`src/rtl/cbr_next_pc.sv`:
```
module cbr_next_pc #(
  parameter int XLEN = 64,
  parameter logic [5:0] OP_BC   = 6'h32,
  parameter logic [5:0] OP_BALC = 6'h3A,
  parameter logic [5:0] OP_BZJ  = 6'h36,
  parameter logic [5:0] OP_JIL  = 6'h3E
) (
  input  logic            clk,
  input  logic            rst_n,
  input  logic            dec_valid,
  input  logic [31:0]     instr,
  input  logic [XLEN-1:0] pc,
  input  logic [XLEN-1:0] rs_val,
  input  logic [XLEN-1:0] rt_val,
  output logic            out_valid,
  output logic [XLEN-1:0] next_pc,
  output logic            redirect,
  output logic            link_we,
  output logic [XLEN-1:0] link_val
);

  localparam logic [XLEN-1:0] STEP = XLEN'(4);

  wire [5:0] opc     = instr[31:26];
  wire       rs_zero = (instr[25:21] == 5'd0);

  wire [XLEN-1:0] seq_pc = pc + STEP;
  wire [XLEN-1:0] off26  = {{(XLEN-28){instr[25]}}, instr[25:0], 2'b00};
  wire [XLEN-1:0] off21  = {{(XLEN-23){instr[20]}}, instr[20:0], 2'b00};
  wire [XLEN-1:0] imm16  = {{(XLEN-16){instr[15]}}, instr[15:0]};
  wire [XLEN-1:0] rel26  = seq_pc + off26;
  wire [XLEN-1:0] rel21  = seq_pc + off21;
  wire [XLEN-1:0] idx_tg = rt_val + imm16;

  logic [XLEN-1:0] c_next;
  logic            c_redir;
  logic            c_link;

  always_comb begin
    c_next  = seq_pc;
    c_redir = 1'b0;
    c_link  = 1'b0;
    if (opc == OP_BC) begin
      c_next  = rel26;
      c_redir = 1'b1;
    end else if (opc == OP_BALC) begin
      c_next  = rel26;
      c_redir = 1'b1;
      c_link  = 1'b1;
    end else if (opc == OP_BZJ) begin
      if (rs_zero) begin
        c_next  = idx_tg;
        c_redir = 1'b1;
      end else if (rs_val == '0) begin
        c_next  = rel21;
        c_redir = 1'b1;
      end
    end else if (opc == OP_JIL && rs_zero) begin
      c_next  = idx_tg;
      c_redir = 1'b1;
      c_link  = 1'b1;
    end
  end

  always_ff @(posedge clk) begin
    if (!rst_n || !dec_valid) begin
      out_valid <= 1'b0;
      next_pc   <= '0;
      redirect  <= 1'b0;
      link_we   <= 1'b0;
      link_val  <= '0;
    end else begin
      out_valid <= 1'b1;
      next_pc   <= c_next;
      redirect  <= c_redir;
      link_we   <= c_link;
      link_val  <= c_link ? seq_pc : '0;
    end
  end

  logic armed;
  always_ff @(posedge clk) armed <= rst_n;

  AST_QUIET_IDLE: assert property (@(posedge clk) disable iff (!rst_n)
    !out_valid |-> (!redirect && !link_we && next_pc == '0 && link_val == '0));
  AST_ONE_CYCLE: assert property (@(posedge clk) disable iff (!rst_n)
    armed |-> (out_valid == $past(dec_valid)));
  AST_SEQ_FALLTHRU: assert property (@(posedge clk) disable iff (!rst_n)
    (armed && out_valid && !redirect) |-> (next_pc == $past(pc) + STEP));
  AST_LINK_RET: assert property (@(posedge clk) disable iff (!rst_n)
    (armed && link_we) |-> (link_val == $past(pc) + STEP && redirect));
  AST_BC_NOLINK: assert property (@(posedge clk) disable iff (!rst_n)
    (armed && out_valid && $past(instr[31:26]) == OP_BC) |-> (redirect && !link_we));
  AST_BALC_LINK: assert property (@(posedge clk) disable iff (!rst_n)
    (armed && out_valid && $past(instr[31:26]) == OP_BALC) |-> (redirect && link_we));

endmodule

```
`config.mk`:
```
export PLATFORM = sky130hd
export DESIGN_NAME = cbr_next_pc
export DESIGN_NICKNAME = d
export VERILOG_FILES = /design/src/rtl/cbr_next_pc.sv
export SDC_FILE = /design/constraint.sdc
export NUM_CORES = 1
export LEC_CHECK = 0
export ABC_AREA = 1
export BUFFER_PORTS_ARGS = -buffer_cell sky130_fd_sc_hd__buf_2
export CELL_PAD_IN_SITES_DETAIL_PLACEMENT = 1
export CELL_PAD_IN_SITES_GLOBAL_PLACEMENT = 2
export CORE_ASPECT_RATIO = 0.6
export CORE_MARGIN = 5
export CORE_UTILIZATION = 26
export DETAILED_ROUTE_END_ITERATION = 6
export GPL_TIMING_DRIVEN = 0
export PLACE_DENSITY = 0.83
export SYNTH_ARGS = -nofsm -noshare
export SYNTH_HDL_FRONTEND = slang
export SYNTH_SLANG_ARGS = --single-unit
```
`constraint.sdc`:
```
create_clock -name clk -period 3.5 [get_ports clk]
set_input_delay 0.7 -clock clk [delete_from_list [all_inputs] [get_ports clk]]
set_output_delay 0.7 -clock clk [all_outputs]
set_load 0.005 [all_outputs]
```
# [Word level (Yosys, flattened, before mapping)]
# Index checks and enable logic that the tools add are counted.
[word_totals] reg_bits=131 wordCells=37 inputBits=227
[classes] addsub=4 bitwise_logic=1 n_mux=16 n_eq_ne=4 reduce_logical=7
[ops] cell="$mux 64" n=6
[ops] cell="$add 64x64->64" n=3
[ops] cell="$add 64x3->64 const B" n=1
[ops] cell="$logic_not 64->1" n=1
[ops] cell="$eq 6x6->1 const B" n=4
[ops] cell="$mux 1" n=10
[ops] cell="$logic_not 5->1" n=1
[ops] cell="$logic_not 1->1" n=2
[ops] cell="$reduce_or 2->1" n=1
[ops] cell="$logic_and 1x1->1" n=1
[ops] cell="$logic_or 1x1->1" n=1
[ops] cell="$not 1->1" n=1

# [Depth between registers and ports, before layout]
[logic_depth] ltp_word=8 depth_mapped=29

# [Least setup slack after synthesis]
# OpenSTA, ideal clock, no wires.
[synth_path] path_kind="in2reg" startpoint="input port pc[2]" endpoint="register next_pc[51]" required_ps=3387 path_slack_ps=-2 setup_ps=113 stages=21 t_arrival_ps=3389 path_cell_list="ha_1 inv_1 nor2_4 nand2_1 nor2_4 nand4_1 nand3b_1 xor2_1 inv_1 ha_1 nand2_1 nor2_1 inv_1 nor3_1 nand4_1 nand3_1 a21boi_0 nand2_1 nand2_1 nor2_1 nor2_1"
[synth_via] elab_chain_len=7 elab_cells_between_ends=9 cone_classes="add/sub (3); mux (6)"
[synth_lines] item="start: declaration" line_no="12" text="input logic [XLEN-1:0] pc,"
[synth_lines] item="$add 64x3->64 *" line_no="27" text="wire [XLEN-1:0] seq_pc = pc + STEP;"
[synth_lines] item="net seq_pc[34]" line_no="27"
[synth_lines] item="$add 64x64->64" line_no="32" text="wire [XLEN-1:0] rel21 = seq_pc + off21;"
[synth_lines] item="$mux 64" line_no="54" text="end else if (rs_val == '0) begin"
[synth_lines] item="$mux 64" line_no="51" text="if (rs_zero) begin"
[synth_lines] item="$mux 64" line_no="50" text="end else if (opc == OP_BZJ) begin"
[synth_lines] item="$mux 64" line_no="46" text="end else if (opc == OP_BALC) begin"
[synth_lines] item="$mux 64 *" line_no="43" text="if (opc == OP_BC) begin"
[synth_lines] item="end signal: assignment" line_no="74" text="next_pc <= c_next;"
[synth_lines] item="end: declaration" line_no="16" text="output logic [XLEN-1:0] next_pc,"
# The timed path passes the listed nets; every way through them passes the cells marked *.
# A chain may end at the register's enable or synchronous reset.

# [Final worst setup path]
[layout_path] startpoint="input port pc[2]" endpoint="register next_pc[43]"
# Same word-level chain as after synthesis.

==> metrics.csv <==
stage,metric,value,unit
outcome,outcome,"finished, violations left",
outcome,failing checks,"max-capacitance violations, max-slew violations, negative setup slack",
floorplanning,row count,81,
routing,1st-iter DRT viols,3210,
timing,unrepaired setup endpoints after global routing,yes,
clock_network,CTS tree,yes,
timing,Worst-Margin Slew,1.59,ns
yosys,"Seq/Total Area, Yosys",12.3,%
routing,Post-route DRC,0,
global_route,grt ovf,0,
yosys,mean area per synthesized cell,5.26,um^2
yosys,Post-synth EDFFs,0,
floorplanning,Die H,232,um
yosys,Async SR Flop Fraction,0,%
final_layout,fin nets,5085,
clock_network,clock sinks,131,
floorplanning,DIE WIDTH,379,um
timing,Hold WS,0.357,ns
pwr,Max IR drop VDD,0.317,mV
pwr,Pwr Density,252,nW/um^2
routing,Pre-antenna DRT Iters,6,
clock_network,TritonCTS buffer count,17,
worst_setup_path,maximum fanout along the worst path,5,
worst_setup_path,Crit Path Category,in -> reg,
placed_design,HPWL after detailed placement,122000,um
floorplanning,Initial Util,26.2,%
yosys,Synth top area share,23.4,%
timing,# setup viols final,43,
placed_design,Inst Count DP,5484,
timing,maximum clock frequency,246,MHz
yosys,synthesized area,21300,um^2
worst_setup_path,startpoint types,primary input,
global_route,vias in the first global route,29200,
routing,vias,30700,
clock_network,"Reg clk slew, reported paths",0.08,ns
global_route,global routing's busiest layer,met1,
yosys,post-synth top area cell,nand2_1,
global_route,global-route wire length before repair,207000,um
global_route,pin count of the biggest net entering global routing,55,
timing,Slew Limit Fails,22,
floorplanning,top-level I/O count,358,
worst_setup_path,WP data required,3.86,ns
hold_path,Min-Delay Path Class,in -> reg,
yosys,top post-synthesis cells by area,"nand2_1, inv_1, dfxtp_1",
final_layout,design area,33200,um^2
worst_setup_path,CP startpoint,pc[2],
routing,Wirelength per Cell,26.6,um
clock_network,hold-fix buffers at CTS,0,
timing,Fin. Hold Viols,0,
yosys,Post-synth top cells,"nand2_1, inv_1, nor2_1",
worst_setup_path,Setup crit end kind,flip-flop,
placed_design,Placed Area,24400,um^2
final_layout,final cell count without fillers,5775,
global_route,M1 GR Usage,50.5,%
floorplanning,Die ar.,87800,um^2
clock_network,Root Driver,clkbuf_16,
placed_design,IO Port Bufs,357,
yosys,most frequent cell after synthesis,nand2_1,
final_layout,Layout area overhead,56.1,%
worst_setup_path,slowest CP cell,xor2_4,
job,Max-Cap Viols,2,
routing,final WL,153000,um
yosys,post-synthesis register bit count,131,
final_layout,layout cells sized above 1,35.6,%
global_route,GRT Total Usage,32.9,%
timing,setup TNS,-13.17,ns
placed_design,gpl congestion,0.996,
global_route,antenna violations before repair,6,
routing,post-route ant nets,0,
final_layout,post-layout util,40.9,%
timing,final worst setup slack,-0.573,ns
clock_network,Max Buffers Root-to-Sink,2,
yosys,Syn Nets,4453,
yosys,predominant post-synthesis flop cell,dfxtp_1,
worst_setup_path,CP endpoint,next_pc[43],
yosys,Synth cell types,55,
floorplanning,core footprint,81300,um^2
pwr,Leak,0.0165,uW
timing,worst rel slew slack,-6.06,%
yosys,Post-Syn Instances,4048,
timing,Tmin final,4.07,ns
yosys,yosys warns,0,
global_route,met3 track demand over resource,12.2,%
clock_network,H-tree levels,4,
worst_setup_path,"slowest stage delay, CP",0.44,ns
timing,crit share post-route,116,%
worst_setup_path,CP Data Arrival Time,4.43,ns
global_route,GRT met2 Usage,42.4,%
routing,vias per inst,5.32,
[power breakdown]
group / total (uW) / internal [uW] / switching, uW
combinational: 4760 / 1590 / 3170
sequential: 1540 / 1520 / 10.3
clock: 2070 / 1140 / 928
[flip-flops by register name (all words and copies together), names as in the netlist]
name	cells
next_pc	64
out_valid	1
redirect	1
link_we	1
link_val	64
[layer usage]
| metal | wire [um] | share of wire [%] |
|---|---|---|
| met5 | 13 | 0.0085 |
| met4 | 3740 | 2.4 |
| met3 | 20700 | 13 |
| met2 | 57300 | 37 |
| met1 | 71700 | 47 |
[timing repair]
action	CTS	global route
resized for setup	986	484
endpoints found under the hold margin	0	0
setup buffers	162	94
pin swaps	214	225
setup endpoints to repair	104	55
[cells by family (layout without fill, tap and decap cells)]
group	count (synthesis)	count (layout)	share of synthesized area [%]
compound gates	482	482	12.5
xor+xnor	83	83	3.52
fa+ha+maj	178	178	10.5
buf+inv	808	1453	14.4
flops	131	131	12.3
other cells	0	3	0
simple gates	2366	2366	46.7
[worst max-delay path: cells and delay by family]
| family | cells | cell delay [ns] |
|---|---|---|
| AO/OA/AOI/OAI | 1 | 0.41 |
| XOR/XNOR | 1 | 0.44 |
| adder cells (fa/ha/maj) | 2 | 0.52 |
| buffers and inverters | 7 | 0.64 |
| AND/OR/NAND/NOR | 14 | 1.71 |
[area by class of cell]
class,instances,area (um^2)
repair buffers,613,4270
fillers,10600,48100
inverters,770,3010
multi-input cells,3109,21100
clock buffers,18,429
clock inverters,14,191
flip-flops and latches,131,2620
diodes,3,7.51
well taps,1079,1350
plain buffers,38,193
[through the flow]
stage | setup slack, ns | power (uW)
after floorplan | 0.0515 | 3490
after global placement | -2.69 | 4810
after detailed placement | -2.67 | 4840
after CTS | -0.222 | 7740
after global routing | -0.578 | 8730
final | -0.573 | 8360
[worst min path at each step]
stage / cells past startpoint / from / slack, ns / end
after floorplan: 1 / pc[2] / 0.77 / link_val[2]
after global placement: 3 / pc[0] / 0.95 / link_val[0]
after detailed placement: 2 / pc[2] / 0.96 / link_val[2]
after CTS: 2 / pc[2] / 0.31 / link_val[2]
after global routing: 2 / pc[2] / 0.33 / link_val[2]
final: 2 / pc[2] / 0.36 / link_val[2]
[cell usage in the layout (no fill, tap or decap), types with 54 or more instances in the layout]
cell and count:
nand2_4 74, a21oi_1 167, buf_4 219, nand3_2 54
inv_1 642, nor2_1 357, dfxtp_1 131, o21ai_0 74
inv_2 89, nand2_1 1082, ha_4 55, ha_1 106
nand2_2 183, a21oi_2 74, nor2_4 109, nand3_1 195
buf_2 336, nor2_2 76
Power figures use the tool's default switching activity.
